**src/rtl/lp_pkg.sv**
```systemverilog
package lp_pkg;

  typedef enum logic [2:0] {
    ST_RUN,
    ST_DOWN,
    ST_SLEEP,
    ST_DSLEEP,
    ST_DEEPER,
    ST_SHIFT
  } lp_state_t;

  localparam logic [1:0] REQ_RUN    = 2'd0;
  localparam logic [1:0] REQ_SLEEP  = 2'd1;
  localparam logic [1:0] REQ_DEEP   = 2'd2;
  localparam logic [1:0] REQ_DEEPER = 2'd3;

  // Voltage code of an operating point: linear in the point index.
  function automatic logic [6:0] lp_vid_of(input int unsigned pt,
                                           input int unsigned base,
                                           input int unsigned stp);
    int unsigned v;
    v = base + pt * stp;
    return v[6:0];
  endfunction

  // Depth of the package level (0 run .. 3 deeper) for strobe decoding.
  function automatic int unsigned lp_depth(input lp_state_t s);
    case (s)
      ST_SLEEP:  return 1;
      ST_DSLEEP: return 2;
      ST_DEEPER: return 3;
      default:   return 0;
    endcase
  endfunction

endpackage

```
**src/rtl/lp_fsm.sv**
```systemverilog
module lp_fsm
  import lp_pkg::*;
#(
  parameter int PW = 3
) (
  input  logic          clk,
  input  logic          rst,
  input  logic [1:0]    lp_req,
  input  logic          ext_hint,
  input  logic          cfg_auto_ext,
  input  logic          cfg_hard_c4e,
  input  logic [PW-1:0] perf_req,
  input  logic          brk_evt,
  input  logic          step_done,
  input  logic          perf_is_low,
  output lp_state_t     state,
  output logic          ev_save,
  output logic          ev_dsleep_exit,
  output logic          ext_active
);

  lp_state_t nxt;
  logic      hard_exit;
  logic      ext_wanted;
  logic      leave_idle;
  logic      want_deep;

  assign ext_wanted = ext_hint | cfg_auto_ext;
  assign want_deep  = (lp_req == REQ_DEEP) || (lp_req == REQ_DEEPER);

  always_comb begin
    nxt     = state;
    ev_save = 1'b0;
    case (state)
      ST_RUN: begin
        if (lp_req != REQ_RUN && !brk_evt) begin
          if (ext_wanted && !perf_is_low) begin
            nxt     = ST_DOWN;
            ev_save = 1'b1;
          end else begin
            nxt = ST_SLEEP;
          end
        end
      end
      ST_DOWN:   if (step_done) nxt = ST_SLEEP;
      ST_SLEEP: begin
        if (brk_evt || lp_req == REQ_RUN)
          nxt = (ext_active && !hard_exit) ? ST_SHIFT : ST_RUN;
        else if (want_deep)
          nxt = ST_DSLEEP;
      end
      ST_DSLEEP: begin
        if (brk_evt || !want_deep)
          nxt = ST_SLEEP;
        else if (lp_req == REQ_DEEPER)
          nxt = ST_DEEPER;
      end
      ST_DEEPER: begin
        if (brk_evt || lp_req != REQ_DEEPER || perf_req != '0)
          nxt = ST_DSLEEP;
      end
      ST_SHIFT:  if (step_done) nxt = ST_RUN;
      default:   nxt = ST_RUN;
    endcase
  end

  assign ev_dsleep_exit = (state == ST_DSLEEP) && (nxt == ST_SLEEP);
  assign leave_idle     = (state == ST_SLEEP) && (nxt == ST_RUN || nxt == ST_SHIFT);

  always_ff @(posedge clk) begin
    if (rst) begin
      state      <= ST_RUN;
      ext_active <= 1'b0;
      hard_exit  <= 1'b0;
    end else begin
      state <= nxt;
      if (ev_save)
        ext_active <= 1'b1;
      else if (leave_idle)
        ext_active <= 1'b0;
      if (leave_idle)
        hard_exit <= 1'b0;
      else if (nxt == ST_DEEPER && ext_active && cfg_hard_c4e)
        hard_exit <= 1'b1;
    end
  end


  deeper_from_deep_chk: assert property (@(posedge clk) disable iff (rst)
    (state == ST_DEEPER && $past(state) != ST_DEEPER) |-> $past(state) == ST_DSLEEP);


  one_level_step_chk: assert property (@(posedge clk) disable iff (rst)
    (state != $past(state) && $past(state) != ST_DOWN && $past(state) != ST_SHIFT
     && state != ST_DOWN && state != ST_SHIFT)
    |-> (lp_depth(state) + 1 == lp_depth($past(state)) ||
         lp_depth(state) == lp_depth($past(state)) + 1));

endmodule

```
**src/rtl/lp_perf_track.sv**
```systemverilog
module lp_perf_track
  import lp_pkg::*;
#(
  parameter int PW         = 3,
  parameter int RESET_PERF = 5,
  parameter int VID_BASE   = 16,
  parameter int VID_STEP   = 4
) (
  input  logic          clk,
  input  logic          rst,
  input  lp_state_t     state,
  input  logic          ev_save,
  input  logic          step_done,
  input  logic [6:0]    cfg_deeper_vid,
  output logic [PW-1:0] perf_cur,
  output logic          perf_is_low,
  output logic          step_req,
  output logic [PW-1:0] step_tgt,
  output logic [6:0]    vid
);

  localparam logic [PW-1:0] LOWEST_PT = '0;
  localparam logic [PW-1:0] RESET_PT  = PW'(RESET_PERF);

  logic [PW-1:0] saved_perf;
  logic [6:0]    saved_vid;
  logic          step_fin;

  assign step_req    = (state == ST_DOWN) || (state == ST_SHIFT);
  assign step_tgt    = (state == ST_DOWN) ? LOWEST_PT : saved_perf;
  assign step_fin    = step_req && step_done;
  assign perf_is_low = (perf_cur == LOWEST_PT);

  always_ff @(posedge clk) begin
    if (rst) begin
      perf_cur   <= RESET_PT;
      saved_perf <= RESET_PT;
      saved_vid  <= lp_vid_of(RESET_PERF, VID_BASE, VID_STEP);
    end else begin
      if (ev_save) begin
        saved_perf <= perf_cur;
        saved_vid  <= lp_vid_of(int'(perf_cur), VID_BASE, VID_STEP);
      end
      if (step_fin)
        perf_cur <= step_tgt;
    end
  end

  assign vid = (state == ST_DEEPER) ? cfg_deeper_vid
                                    : lp_vid_of(int'(perf_cur), VID_BASE, VID_STEP);


  idle_perf_hold_chk: assert property (@(posedge clk) disable iff (rst)
    (lp_depth(state) != 0) |=> $stable(perf_cur));


  restore_vid_chk: assert property (@(posedge clk) disable iff (rst)
    ($past(state) == ST_SHIFT && state == ST_RUN) |-> vid == saved_vid);

endmodule

```
**src/rtl/lp_clk_watch.sv**
```systemverilog
module lp_clk_watch #(
  parameter int CLK_WAIT = 10
) (
  input  logic clk,
  input  logic rst,
  input  logic ev_dsleep_exit,
  input  logic refclk_ok,
  output logic clk_late
);

  localparam int CW = $clog2(CLK_WAIT + 1);

  logic [CW-1:0] cnt;
  logic          armed;
  logic          expire;

  assign expire = armed && !refclk_ok && (cnt == CW'(1));

  always_ff @(posedge clk) begin
    if (rst) begin
      armed    <= 1'b0;
      cnt      <= '0;
      clk_late <= 1'b0;
    end else begin
      clk_late <= expire;
      if (ev_dsleep_exit) begin
        armed <= 1'b1;
        cnt   <= CW'(CLK_WAIT);
      end else if (armed) begin
        if (refclk_ok || expire)
          armed <= 1'b0;
        else
          cnt <= cnt - CW'(1);
      end
    end
  end


  late_single_chk: assert property (@(posedge clk) disable iff (rst)
    clk_late |=> !clk_late);


  late_only_armed_chk: assert property (@(posedge clk) disable iff (rst)
    clk_late |-> $past(armed) && !$past(refclk_ok));

endmodule

```
**src/rtl/pkg_lowpower_ctrl.sv**
```systemverilog
module pkg_lowpower_ctrl
  import lp_pkg::*;
#(
  parameter int PW         = 3,
  parameter int RESET_PERF = 5,
  parameter int VID_BASE   = 16,
  parameter int VID_STEP   = 4,
  parameter int CLK_WAIT   = 10
) (
  input  logic          clk,
  input  logic          rst,
  input  logic [1:0]    lp_req,
  input  logic          ext_hint,
  input  logic          cfg_auto_ext,
  input  logic          cfg_hard_c4e,
  input  logic [6:0]    cfg_deeper_vid,
  input  logic [PW-1:0] perf_req,
  input  logic          brk_evt,
  input  logic          step_done,
  input  logic          refclk_ok,
  output logic          sleep_n,
  output logic          dsleep_n,
  output logic          dstop_n,
  output logic [6:0]    vid,
  output logic          step_req,
  output logic [PW-1:0] step_tgt,
  output logic [PW-1:0] perf_cur,
  output logic          core_run,
  output logic          clk_late
);

  lp_state_t state;
  logic      ev_save;
  logic      ev_dsleep_exit;
  logic      ext_active;
  logic      perf_is_low;

  lp_fsm #(.PW(PW)) fsm_i (
    .clk           (clk),
    .rst           (rst),
    .lp_req        (lp_req),
    .ext_hint      (ext_hint),
    .cfg_auto_ext  (cfg_auto_ext),
    .cfg_hard_c4e  (cfg_hard_c4e),
    .perf_req      (perf_req),
    .brk_evt       (brk_evt),
    .step_done     (step_done),
    .perf_is_low   (perf_is_low),
    .state         (state),
    .ev_save       (ev_save),
    .ev_dsleep_exit(ev_dsleep_exit),
    .ext_active    (ext_active)
  );

  lp_perf_track #(
    .PW(PW), .RESET_PERF(RESET_PERF), .VID_BASE(VID_BASE), .VID_STEP(VID_STEP)
  ) perf_i (
    .clk           (clk),
    .rst           (rst),
    .state         (state),
    .ev_save       (ev_save),
    .step_done     (step_done),
    .cfg_deeper_vid(cfg_deeper_vid),
    .perf_cur      (perf_cur),
    .perf_is_low   (perf_is_low),
    .step_req      (step_req),
    .step_tgt      (step_tgt),
    .vid           (vid)
  );

  lp_clk_watch #(.CLK_WAIT(CLK_WAIT)) watch_i (
    .clk           (clk),
    .rst           (rst),
    .ev_dsleep_exit(ev_dsleep_exit),
    .refclk_ok     (refclk_ok),
    .clk_late      (clk_late)
  );

  assign sleep_n  = !(lp_depth(state) >= 1);
  assign dsleep_n = !(lp_depth(state) >= 2);
  assign dstop_n  = !(lp_depth(state) >= 3);
  assign core_run = (state == ST_RUN) || (state == ST_SHIFT);


  dstop_after_dsleep_chk: assert property (@(posedge clk) disable iff (rst)
    $fell(dstop_n) |-> $past(!dsleep_n));


  dsleep_after_sleep_chk: assert property (@(posedge clk) disable iff (rst)
    $fell(dsleep_n) |-> $past(!sleep_n));


  deeper_vid_chk: assert property (@(posedge clk) disable iff (rst)
    !dstop_n |-> vid == cfg_deeper_vid);


  unwind_order_chk: assert property (@(posedge clk) disable iff (rst)
    $rose(dsleep_n) |-> !sleep_n && $past(dstop_n));


  ext_low_entry_chk: assert property (@(posedge clk) disable iff (rst)
    ($fell(sleep_n) && ext_active) |-> perf_cur == '0);


  no_step_idle_chk: assert property (@(posedge clk) disable iff (rst)
    !sleep_n |-> !step_req);

endmodule

```
**config.mk**
```make
export PLATFORM = sky130hd
export DESIGN_NAME = pkg_lowpower_ctrl
export DESIGN_NICKNAME = d
export VERILOG_FILES = /design/src/rtl/lp_pkg.sv /design/src/rtl/lp_fsm.sv /design/src/rtl/lp_perf_track.sv /design/src/rtl/lp_clk_watch.sv /design/src/rtl/pkg_lowpower_ctrl.sv
export SDC_FILE = /design/constraint.sdc
export NUM_CORES = 1
export LEC_CHECK = 0
export ABC_AREA = 1
export BUFFER_PORTS_ARGS = -buffer_cell sky130_fd_sc_hd__buf_2
export CAP_MARGIN = 20
export CORE_ASPECT_RATIO = 1.4
export CORE_MARGIN = 2
export CORE_UTILIZATION = 48
export CTS_BUF_LIST = sky130_fd_sc_hd__clkbuf_4 sky130_fd_sc_hd__clkbuf_8 sky130_fd_sc_hd__clkbuf_16
export CTS_CLUSTER_DIAMETER = 100
export DETAILED_ROUTE_END_ITERATION = 8
export GPL_TIMING_DRIVEN = 0
export PLACE_DENSITY = 0.87
export REMOVE_ABC_BUFFERS = 1
export SYNTH_ARGS = -nofsm -noshare
export SYNTH_HDL_FRONTEND = slang
export SYNTH_SLANG_ARGS = --single-unit
export TNS_END_PERCENT = 5
```
**constraint.sdc**
```tcl
create_clock -name clk -period 1.6 [get_ports clk]
set_input_delay 0.16 -clock clk [delete_from_list [all_inputs] [get_ports clk]]
set_output_delay 0.16 -clock clk [all_outputs]
set_load 0.05 [all_outputs]
```
Word-level counts from Yosys, hierarchy flattened --
Index checks and enable logic that the tools add are counted.
Storage, ports and cells: register bits after elaboration 17, bits of input ports 20, output and inout bits 19
Operators by class: add/subtract/negate cells 2, $lt $le $gt $ge 3, eq/ne operators 13, mux-type cells 25, bitwise operators 2, reduce and logical (&&, ||, !) cells 39
Operator list (count):
- $ge 32x2->1 const B | 2
- $ge 32x1->1 const B | 1
- $mux 3 | 10
- $pmux 3 s6 | 1
- $eq 3x3->1 const B | 4
- $mux 4 | 3
- $logic_and 1x1->1 | 10
- $eq 3x2->1 const B | 3
- $logic_not 3->1 | 3
- $logic_or 1x1->1 | 9
- $logic_not 1->1 | 8
- $mux 1 | 8
- $mux 7 | 1
- $add 5x5->6 const A | 1
- $pmux 2 s3 | 1
- $reduce_bool 2->1 | 3
- $eq 2x2->1 const B | 2
- $eq 4x1->1 const B | 1
- $ne 2x2->1 const B | 2
- $reduce_and 2->1 | 2
- $reduce_or 2->1 | 2
- $sub 4x1->4 const B | 1
- $eq 3x1->1 const B | 1
- $reduce_bool 3->1 | 1
- other kinds (4) | 4

Longest topological paths before layout --
word-level depth 11, gate-level depth with buffers 12

Modules after synthesis --
A second synthesis with hierarchy kept.
Unflattened totals: cells, all modules 190, area total of the unflattened synthesis 1161.1 sq um
Modules (own cells, without submodules):
- lp_fsm | instances 1, cells an instance 77, area each 434.2 sq um, sequential area each 100.1 sq um
- lp_perf_track | instances 1, cells an instance 56, area each 351.6 sq um, sequential area each 120.1 sq um
- lp_clk_watch | instances 1, cells an instance 44, area each 321.6 sq um, sequential area each 120.1 sq um
- pkg_lowpower_ctrl | instances 1, cells an instance 13, area each 53.8 sq um, sequential area each 0.0 sq um

Worst setup path before layout --
No wires, ideal clock.
path kind register -> output, from register perf_i.perf_cur[1], to output vid[3], arrival time 1892 ps, data required time 1440 ps, slack -452 ps, stages on the path, launching flop included 3, path buffers 0, cells stage by stage dfxtp_1 > inv_1 > o21ai_0
Between the ends: word-level cells in the longest chain between the ends 2
Ends and longest elaborated chain:
- start, declared | RTL line lp_perf_track.sv:15 | output logic [PW-1:0] perf_cur,
- start signal, assigned | RTL line lp_perf_track.sv:45 | perf_cur <= step_tgt;
- $add 5x5->6
- $mux 7 | RTL line lp_perf_track.sv:49 | assign vid = (state == ST_DEEPER) ? cfg_deeper_vid
- end, declared | RTL line pkg_lowpower_ctrl.sv:24 | output logic [6:0] vid,
No other way between the ends.

Final worst setup path --
from register fsm_i.state[2], to output sleep_n
Between the ends: word-level cells in the longest chain between the ends 4
Ends and longest elaborated chain:
- start, declared | RTL line lp_fsm.sv:16 | output lp_state_t state,
- start signal, assigned | RTL line lp_fsm.sv:76 | state <= nxt;
- $eq 3x3->1 or $eq 3x2->1 (tied branches) | RTL line lp_pkg.sv:28 | case (s)
- $pmux 2 s3 (*) | RTL line lp_pkg.sv:28
- $ge 32x1->1 (*) | RTL line pkg_lowpower_ctrl.sv:79 | assign sleep_n = !(lp_depth(state) >= 1);
- $logic_not 1->1 (*) | RTL line pkg_lowpower_ctrl.sv:79
- end, declared | RTL line pkg_lowpower_ctrl.sv:21 | output logic sleep_n,
Mark *: on every way between the ends. The rest lies on a longest branch, timed or not.

==> key figures <==
Worst setup path
  • Setup crit end kind: output pin
  • CP Class: flop to output pin
  • Critical path peak fanout: 9
  • CP arrival: 1.41 ns
  • Nature of the critical path startpoint: flop
  • CP required: 1.44 ns

STA
  • Final Cycle Share: 98.2%
  • RSZ-0062 raised after global routing: true
  • Clock skew: 0.00280 ns
  • Setup tns final: 0 ns
  • Actual slew at the worst max-slew pin: 0.287 ns
  • Fmax: 636 MHz
  • Relative slew slack: 80.8%
  • # setup viols final: 0
  • Final worst path period need: 1.57 ns
  • Final Hold Fails: 0
  • Fin. max-slew vios: 0

Place
  • Area post-placement: 1220 sq um
  • Detailed placer's ending HPWL: 1.99 mm
  • Placed cells: 215
  • Port Buffers: 38
  • Global placer's final weighted congestion: 0.955

Cells and area
  • Share of cells above drive strength 1: 34.0%
  • Area growth syn-to-layout: 33.6%
  • Most frequent cells in the layout: nand2_1, buf_2, nor2_1
  • Ant. Diodes: 0
  • Final Net Count: 223
  • Layout fillers: 174
  • Most common cell after layout, fill and taps aside: nand2_1
  • Final instance area: 1370 sq um
  • Post-route insts no fill: 221

Logic synthesis
  • Syn avg cell area: 6.50 sq um
  • Register area share after synthesis: 33.1%
  • Yosys reg bits: 17
  • Yosys cell types: 28
  • Yosys warns: 0
  • Mapped Cells: 158
  • Synth Cell Area: 1030 sq um

GRT
  • Antenna violations before repair: 0
  • Pin count of the biggest net entering global routing: 11
  • First-pass GRT wire length: 4.02 mm
  • Vias in the first global route: 1089
  • Grt total ovfl: 0
  • GRT Resource Usage Total: 20.5%

Detailed routing
  • DRC Markers: 0
  • Vias per inst: 5.15
  • Wire per inst: 11.9 microns
  • Post-DRT Antenna Nets: 0
  • Overall routed net length: 2.64 mm
  • TritonRoute pass-1 iters: 4
  • DR iter-0 viols: 9
  • Via count: 1138

CTS
  • CTS max path bufs: 2
  • TritonCTS clock tree: done
  • Number of H-tree levels: 1
  • Total CTS buffers: 3
  • Clock latency on the worst-skew pair: 0.28 ns
  • Clk sinks: 17
  • CTS root buf: clkbuf_4
  • Clock transition at path regs: 0.09 ns

Power and ir drop
  • Clock power share: 21.6%
  • Total internal power: 0.681 mW
  • Switching power share of the total: 38.0%
  • PwrDens: 800 nW/um^2
  • Logic pwr share: 35.7%
  • Sequential Power Share: 42.7%
  • Maximum VDD drop: 600 uV
  • Sw Pwr: 0.418 mW
  • LEAKAGE: 0.716 nW

Floorplanning
  • Core area: 2000 sq um
  • Die width: 43.1 microns
  • Die ar.: 2530 sq um
  • Die extent in y: 58.7 microns
  • # IOs: 39
  • Row count: 19
  • Initial Utilization: 51.4%

Min path
  • HP Class: input port to flop

Run status
  • Status: complete, no violations

Run
  • # Max-Cap Violations: 0
[metrics by stage]
stage,worst slack (ns),power [mW],hold slack (ns),utilization (%)
2_1_floorplan,-0.452,0.740,0.222,-
3_3_place_gp,-0.155,0.822,0.441,61.3
3_5_place_dp,-0.195,0.833,0.449,61.3
4_1_cts,-0.000315,1.09,0.147,65.9
5_1_grt,-0.0361,1.16,0.153,68.7
6_report,0.0286,1.10,0.157,68.7
[worst paths after layout]
path / startpoint / to / slack, ns / depth (start not counted)
max reg2reg: fsm_i.state[0] / watch_i.cnt[0] / 0.08 / 10
min reg2reg: fsm_i.ext_active / fsm_i.ext_active / 0.49 / 2
max: fsm_i.state[2] / sleep_n / 0.03 / 6
min: cfg_hard_c4e / fsm_i.hard_exit / 0.16 / 3
[cell families after synthesis]
| logic type | Yosys count | synth area share [%] |
|---|---|---|
| compound gates | 25 | 14.4 |
| buf+inv | 28 | 11.6 |
| xor+xnor | 1 | 0.853 |
| flops | 17 | 33.1 |
| fa+ha+maj | 2 | 2.44 |
| simple gates | 85 | 37.6 |
[area by class of cell]
type	instances	area, sq um	share of cell area, %
multi-input cells	113	592	43.1
flip-flops and latches	17	352	25.6
repair buffers	40	270	19.7
inverters	26	103	7.47
clock buffers	4	30.0	2.19
well taps	21	26.3	1.91
[worst max-delay path: stages (launching register included)]
cell and delay, ns:
dfxtp_4 0.37, inv_4 0.08, nor3_4 0.04, buf_12 0.13, buf_4 0.14, nor3_2 0.18
buf_6 0.18
[metal layers]
layer  share of wire (%)  track usage [%]  routed length (microns)  vias up
li1                    -                -                        -      580
met1                  37             19.1                      976      521
met5                   0                0                        0        -
met2                  56             41.4                     1480       31
met4                 2.1             11.3                       55        0
met3                 4.6             2.15                      122        6
[state kept, by name, indices dropped and copies added, names as in the netlist]
| name | count |
|---|---|
| watch_i.cnt | 4 |
| fsm_i.state | 3 |
| perf_i.perf_cur | 3 |
| perf_i.saved_perf | 3 |
| fsm_i.ext_active | 1 |
| fsm_i.hard_exit | 1 |
| watch_i.armed | 1 |
| watch_i.clk_late | 1 |
[cell usage after synthesis]
| library cell | instances | area [sq um] |
|---|---|---|
| o22ai_1 | 1 | 6.26 |
| o21ai_2 | 1 | 8.76 |
| nor2_2 | 3 | 18.8 |
| and2_4 | 1 | 8.76 |
| nand4_1 | 1 | 6.26 |
| or2_2 | 1 | 6.26 |
| nand3b_4 | 1 | 20.0 |
| o21ai_0 | 11 | 55.1 |
| a211oi_1 | 1 | 7.51 |
| nand2_2 | 2 | 12.5 |
| nor3_1 | 1 | 5.00 |
| a21oi_2 | 3 | 26.3 |
| nor2_1 | 26 | 97.6 |
| a21oi_1 | 6 | 30.0 |
| nor3_2 | 1 | 10.0 |
| o211ai_1 | 1 | 7.51 |
| inv_2 | 3 | 11.3 |
| ha_1 | 2 | 25.0 |
| xor2_1 | 1 | 8.76 |
| nand3_1 | 11 | 55.1 |
| inv_1 | 22 | 82.6 |
| nor2_4 | 1 | 11.3 |
| inv_4 | 1 | 6.26 |
| buf_4 | 1 | 7.51 |
| a31oi_1 | 1 | 6.26 |
| dfxtp_1 | 17 | 340 |
| buf_6 | 1 | 11.3 |
| nand2_1 | 36 | 135 |
[power groups by stage]
stage	sequential, mW	clock (mW)	combinational [mW]
2_1_floorplan	0.491	0	0.248
3_3_place_gp	0.476	0	0.347
3_5_place_dp	0.478	0	0.355
4_1_cts	0.471	0.250	0.367
5_1_grt	0.472	0.267	0.419
6_report	0.469	0.237	0.392
[what timing repair did]
| action | CTS | global route |
|---|---|---|
| buffers inserted | 2 | 0 |
| gates resized for setup | 13 | 23 |
| setup endpoints to repair | 17 | 19 |
| pin swaps | 1 | 1 |
| hold buffers | 0 | 0 |
Note: power is estimated with default switching activity, not from simulation.
